### src/rtl/shared_pin_bank.sv
module shared_pin_bank #(
  parameter int NC = 8,
  parameter int W  = 32
) (
  input  logic            clk,
  input  logic            rst_n,
  input  logic [NC-1:0]   claim_req,
  input  logic [NC*W-1:0] claim_mask,
  input  logic [NC-1:0]   rel_req,
  input  logic [NC*W-1:0] rel_mask,
  input  logic [NC-1:0]   wr_req,
  input  logic [NC*W-1:0] wr_data,
  input  logic [NC-1:0]   wait_req,
  input  logic [NC*W-1:0] wait_mask,
  input  logic [NC*W-1:0] wait_target,
  output logic [NC-1:0]   claim_ok,
  output logic [NC*W-1:0] claim_grant,
  output logic [NC-1:0]   wait_stall,
  output logic [NC-1:0]   wait_done,
  output logic [W-1:0]    bank_value,
  output logic [W-1:0]    own_map
);

  logic [W-1:0] own_q  [NC];
  logic [W-1:0] out_q  [NC];
  logic [W-1:0] wm_q   [NC];
  logic [W-1:0] wt_q   [NC];
  logic [W-1:0] gnt_q  [NC];
  logic [W-1:0] gnt_c  [NC];
  logic [W-1:0] own_n  [NC];
  logic [NC-1:0] ok_c, ok_q, waiting_q, done_q, match_c;
  logic [W-1:0] all_own, bank;

  always_comb begin
    all_own = '0;
    bank    = '0;
    for (int c = 0; c < NC; c++) begin
      all_own = all_own | own_q[c];
      bank    = bank | (out_q[c] & own_q[c]);
    end
  end

  always_comb begin
    logic [W-1:0] taken;
    taken = '0;
    for (int c = 0; c < NC; c++) begin
      logic [W-1:0] m;
      m = claim_mask[c*W +: W];
      ok_c[c]  = claim_req[c] && ((m & ((all_own & ~own_q[c]) | taken)) == '0);
      gnt_c[c] = ok_c[c] ? m : '0;
      taken    = taken | gnt_c[c];
      own_n[c] = (own_q[c] & ~(rel_req[c] ? rel_mask[c*W +: W] : '0)) | gnt_c[c];
      match_c[c] = waiting_q[c] && ((bank & wm_q[c]) == (wt_q[c] & wm_q[c]));
    end
  end

  always_ff @(posedge clk) begin
    for (int c = 0; c < NC; c++) begin
      if (!rst_n) begin
        own_q[c] <= '0;
        out_q[c] <= '0;
        wm_q[c]  <= '0;
        wt_q[c]  <= '0;
        gnt_q[c] <= '0;
        ok_q[c]  <= 1'b0;
        waiting_q[c] <= 1'b0;
        done_q[c]    <= 1'b0;
      end else begin
        own_q[c] <= own_n[c];
        out_q[c] <= (wr_req[c] ? wr_data[c*W +: W] : out_q[c]) & own_n[c];
        gnt_q[c] <= gnt_c[c];
        ok_q[c]  <= ok_c[c];
        done_q[c] <= match_c[c];
        if (wait_req[c]) begin
          wm_q[c] <= wait_mask[c*W +: W];
          wt_q[c] <= wait_target[c*W +: W];
          waiting_q[c] <= 1'b1;
        end else if (match_c[c]) begin
          waiting_q[c] <= 1'b0;
        end
      end
    end
  end

  for (genvar g = 0; g < NC; g++) begin : g_out
    assign claim_grant[g*W +: W] = gnt_q[g];
  end

  assign claim_ok   = ok_q;
  assign wait_stall = waiting_q;
  assign wait_done  = done_q;
  assign bank_value = bank;
  assign own_map    = all_own;

endmodule


### config.mk
export PLATFORM = sky130hd
export DESIGN_NAME = shared_pin_bank
export DESIGN_NICKNAME = d
export VERILOG_FILES = /design/src/rtl/shared_pin_bank.sv
export SDC_FILE = /design/constraint.sdc
export NUM_CORES = 2
export LEC_CHECK = 0
export ABC_CLOCK_PERIOD_IN_PS = 10000
export BUFFER_PORTS_ARGS = -buffer_cell sky130_fd_sc_hd__buf_2
export CAP_MARGIN = 20
export CELL_PAD_IN_SITES_DETAIL_PLACEMENT = 2
export CELL_PAD_IN_SITES_GLOBAL_PLACEMENT = 2
export CORE_AREA = 3 3 651 653
export DETAILED_ROUTE_END_ITERATION = 10
export DIE_AREA = 0 0 654 656
export PLACE_DENSITY_LB_ADDON = 0.1
export SYNTH_ARGS = -nofsm -noshare
export SYNTH_HDL_FRONTEND = slang
export SYNTH_SLANG_ARGS = --single-unit
### constraint.sdc
create_clock -name clk -period 10 [get_ports clk]
set_input_delay 1 -clock clk [delete_from_list [all_inputs] [get_ports clk]]
set_output_delay 1 -clock clk [all_outputs]
set_load 0.01 [all_outputs]
[Yosys cells after proc, flatten, opt, wreduce, memory -nomap -nowiden]
Memories as Yosys holds them, arrays and structs flattened.
Index checks and enable logic that the tools add are counted.
Cells by class
  reduce and logical (&&, ||, !) cells: 32
  multiplexer cells: 106
  equality and inequality tests: 8
  bitwise gates (word level): 147
Operator list (number)
  2-to-1 mux 32 bit: 64
  bitwise AND 32 bit: 56
  OR 32 bit: 35
  NOT 32 bit: 16
  == test 32 bit: 8
  zero test 32 bit: 8
  2-to-1 mux 1 bit: 42
  OR 1 bit: 40
  logical AND 1 bit: 16
  nonzero test 2 bit: 8
Word-level totals
  bits in writable memories: 1280
  output and inout bits: 344
  memories kept: 5
  input port bits: 1314
  logic and storage cells: 308
  register bits: 24
Memories
  gnt_q: words 8, width 32, read ports 8, clocked after Yosys merged registers in 0, wr ports 8, RTL line 28  | logic [W-1:0] gnt_q [NC];
  out_q: words 8, width 32, read ports 8, clocked after Yosys merged registers in 0, wr ports 8, RTL line 25  | logic [W-1:0] out_q [NC];
  own_q: words 8, width 32, read ports 8, clocked after Yosys merged registers in 0, wr ports 8, RTL line 24  | logic [W-1:0] own_q [NC];
  wm_q: words 8, width 32, read ports 8, clocked after Yosys merged registers in 0, wr ports 8, RTL line 26  | logic [W-1:0] wm_q [NC];
  wt_q: words 8, width 32, read ports 8, clocked after Yosys merged registers in 0, wr ports 8, RTL line 27  | logic [W-1:0] wt_q [NC];

[Logic depth before layout (Yosys ltp)]
  word-level depth: 56
  mapped depth: 21
  depth with buffers taken out: 16

[Worst setup path before layout]
Ideal clock, no wire load.
  path type: input to register
  from: input claim_mask[36]
  to: memory out_q[6][15], in the netlist out_q[1][79]
  data arrival time: 5.000 ns
  data required time: 9.868 ns
  path slack: 4.868 ns
  cell stages on the path: 17
  library setup time: 0.132 ns
  cells stage by stage: clkbuf_1 -> nand2b_1 -> a21oi_1 -> or4_1 -> nor4_4 -> nand4_1 -> o221ai_2 -> nor2_1 -> a2111o_1 -> or4_1 -> a2111oi_4 -> o311ai_1 -> o211a_1 -> buf_6 -> buf_4 -> a22oi_1 -> nor3_1
RTL lines
  start, declared: RTL line 8  | input logic [NC*W-1:0] claim_mask,
  end, declared: RTL line 25

==> run summary <==
Die Wd -> 654 um
Via density -> 4.83
share of layout cells above drive strength 1 -> 32.2%
Worst Path Arrival -> 9.11 ns
PwrDens -> 206 mW/mm2
M1 GR Usage -> 35.3%
Crit path top cell by count -> buf_4
Final HPWL DP -> 536000 um
post-synthesis async set-or-reset flop share -> 0%
Worst path slowest cell -> and2_1
area of the core -> 0.419 mm2
Synth area leader -> dfxtp_1
worst hold path type -> in -> reg
reg2reg setup slack -> 1.69 ns
final instance area -> 0.0827 mm2
Initial Util -> 14.4%
vias in the first global route -> 66200
Post-synth top cells -> dfxtp_1 (792), and3_1 (658), a22oi_1 (536)
#FFs+latches synth -> 1304
largest net degree at the start of global routing -> 195
DP Area -> 0.0763 mm2
Num CTS Buffers -> 185
drt drc -> 0
post-CTS sizing -> 0
final antenna-violating net count -> 0
CP startpoint kind -> register
min-delay src -> wr_data[11]
IO Pins -> 1658
Seq/Total Area, Yosys -> 51.8%
worst hold slack -> 0.343 ns
detailed-route via count -> 65000
Crit Path Class -> reg -> reg
grt met3 use -> 8.57%
WL/cell -> 49.4 um
GP Congestion -> 1.03
grt met2 use -> 49.8%
post-layout worst setup margin -> 1.69 ns
Max Cap Viol -> 0
Min Clock Period, post-route -> 8.31 ns
Clock Tree Buf Depth -> 4
Max rail drop VDD -> 0.137 mV
net count reported at finish -> 8941
Worst Hold End -> out_q[0][11]
post-CTS setup buffers -> 0
CTS tree -> built
synthesized area -> 0.0603 mm2
syn_area_per_cell -> 10.1 um2
clock-pin slew on the worst setup and hold paths -> 0.06 ns
Post-synth EDFFs -> 512
period utilisation layout -> 83.1%
Pleak -> 37.5 nW
post-synthesis cell count -> 5956
setup TNS -> 0 ns
total congestion overflow -> 0
Pwr Total -> 0.0170 W
endpoint class of the critical path -> register
# clock sinks -> 1304
initial drt markers -> 6469
Area Overhead vs Synth -> 37.1%
Final setup violation count -> 0
Slew Limit Fails -> 0
Post-CTS Hold Fix Bufs -> 0
most used flip-flop cell after synthesis -> dfxtp_1
largest cells by area after synthesis -> dfxtp_1 (26%), edfxtp_1 (25%), and3_1 (6.8%)
Yosys cell types -> 87
first-pass GRT wire length -> 814000 um
initial antenna violation count -> 513
fmax -> 120 MHz
Synth top area share -> 26.3%
gr usage total -> 29.8%
site row count -> 238
H-tree Lvls -> 4
worst-margin pin slew -> 1.41 ns
CP required -> 10.79 ns
crit path cell chain -> buf_4 -> nor4_1 -> and2_1 -> inv_2 -> a32oi_1 -> buf_4 -> nand3_1 -> or4_1 -> a2111oi_1 -> buf_4 -> nand4_1 -> a2111o_1 -> or4_1 -> a2111oi_4 -> nand2_1 -> nor2_4 -> buf_4 -> a22oi_1 -> nor3_1
status -> finished clean
pre-CTS setup slack -> 1.79 ns
critical path's largest stage delay -> 0.75 ns
endpoints failing hold -> 0
clk root buf -> clkbuf_16
yosys warns -> 0
port buffer count -> 1657
Post-Route WL -> 663000 um
Worst R2R Path Depth -> 19
worst skew pair latency -> 0.94 ns
drt pass-1 iters -> 7
die height -> 656 um
top-count cell post-synth -> dfxtp_1
die area -> 0.429 mm2
Worst Path Max Fanout -> 22
RSZ-0062 raised after global routing -> no
clk_skew -> 0.0925 ns
layer with the highest usage -> met2
r2r startpoint -> own_q[1][1]
hold-critical path depth -> 3
worst r2r dst -> out_q[1][56]
syn_nets -> 7270
Rel. slew slack -> 6.28%
worst max-delay path, delay by kind of cell (launching register included):
kind                   cells  cell delay, ns
AND/OR/NAND/NOR            9            4.10
AO/OA/AOI/OAI              5            2.26
flip-flops                 1            0.29
buffers and inverters      5            1.43
flip-flops by register name, indices dropped and copies added (netlist names):
register and cells:
wm_q 256, wt_q 256, gnt_q 256, wait_done 8, out_q 256, wait_stall 8
claim_ok 8, own_q 256
logic make-up (layout without fill, tap and decap cells):
family | count (synthesis) | after routing | share of synthesized area (%)
compound gates | 1181 | 1181 | 14.5
xor+xnor | 256 | 256 | 3.72
flops | 1304 | 1304 | 51.8
other cells | 0 | 150 | 0
simple gates | 2308 | 2308 | 21.4
buf+inv | 651 | 2462 | 4.12
mux | 256 | 256 | 4.45
cell usage in the layout, fill, tap and decap left out, types with 96 or more instances in the layout:
master	Yosys	final
buf_2	15	1652
dfxtp_1	792	792
and3_1	658	658
a22oi_1	536	536
nand2_1	522	522
edfxtp_1	512	512
buf_4	3	284
xor2_1	256	256
a21oi_1	218	213
clkbuf_16	0	192
nand4_1	169	169
and2_1	168	168
inv_1	167	166
mux2i_1	160	160
nor3_1	160	156
diode_2	0	150
nand3_1	129	129
nor2_1	113	107
nor4_1	112	104
a31o_2	98	98
mux2_2	96	96
cell type report:
class                           instances  area, um2
Sequential cell                      1304      31200
Tap cell                             5520       6910
Inverter                              185        699
Timing Repair Buffer                 1950      10600
Clock inverter                         36        413
Multi-Input combinational cell       4001      26800
Fill cell                           47700     337000
Clock buffer                          291       5580
Antenna cell                          150        375
power by group:
| group | switching, W | internal [W] |
|---|---|---|
| combinational | 0.00318 | 0.00107 |
| sequential | 0.000203 | 0.00581 |
| clock | 0.00279 | 0.00396 |
| total | 0.00617 | 0.0108 |
worst max-delay path by stage:
| stage | from | slack, ns | to |
|---|---|---|---|
| after CTS | own_q[1][1] | 1.69 | out_q[1][56] |
| after global routing | own_q[1][1] | 1.54 | out_q[1][61] |
| after global placement | claim_mask[26] | 1.85 | gnt_q[1][127] |
| after detailed placement | own_q[1][1] | 1.79 | out_q[1][55] |
| final | own_q[1][1] | 1.69 | out_q[1][56] |
| after floorplan | claim_mask[36] | 4.87 | out_q[1][79] |
metrics by stage:
step	util [%]	instances
2_1_floorplan	-	5956
3_3_place_gp	18.2	12900
5_1_grt	19.6	13300
4_1_cts	19.6	13300
3_5_place_dp	18.2	13000
6_report	19.7	13400
per-layer routing:
layer  share of wire, %  routed length, um  vias to the layer above
met4                5.4              36100                      210
li1                   -                  -                    25900
met2                 47             310000                     3774
met3                7.8              51800                     1486
met1                 40             264000                    33600
met5               0.24               1570                        -
Note: power is estimated with default switching activity, not from simulation.
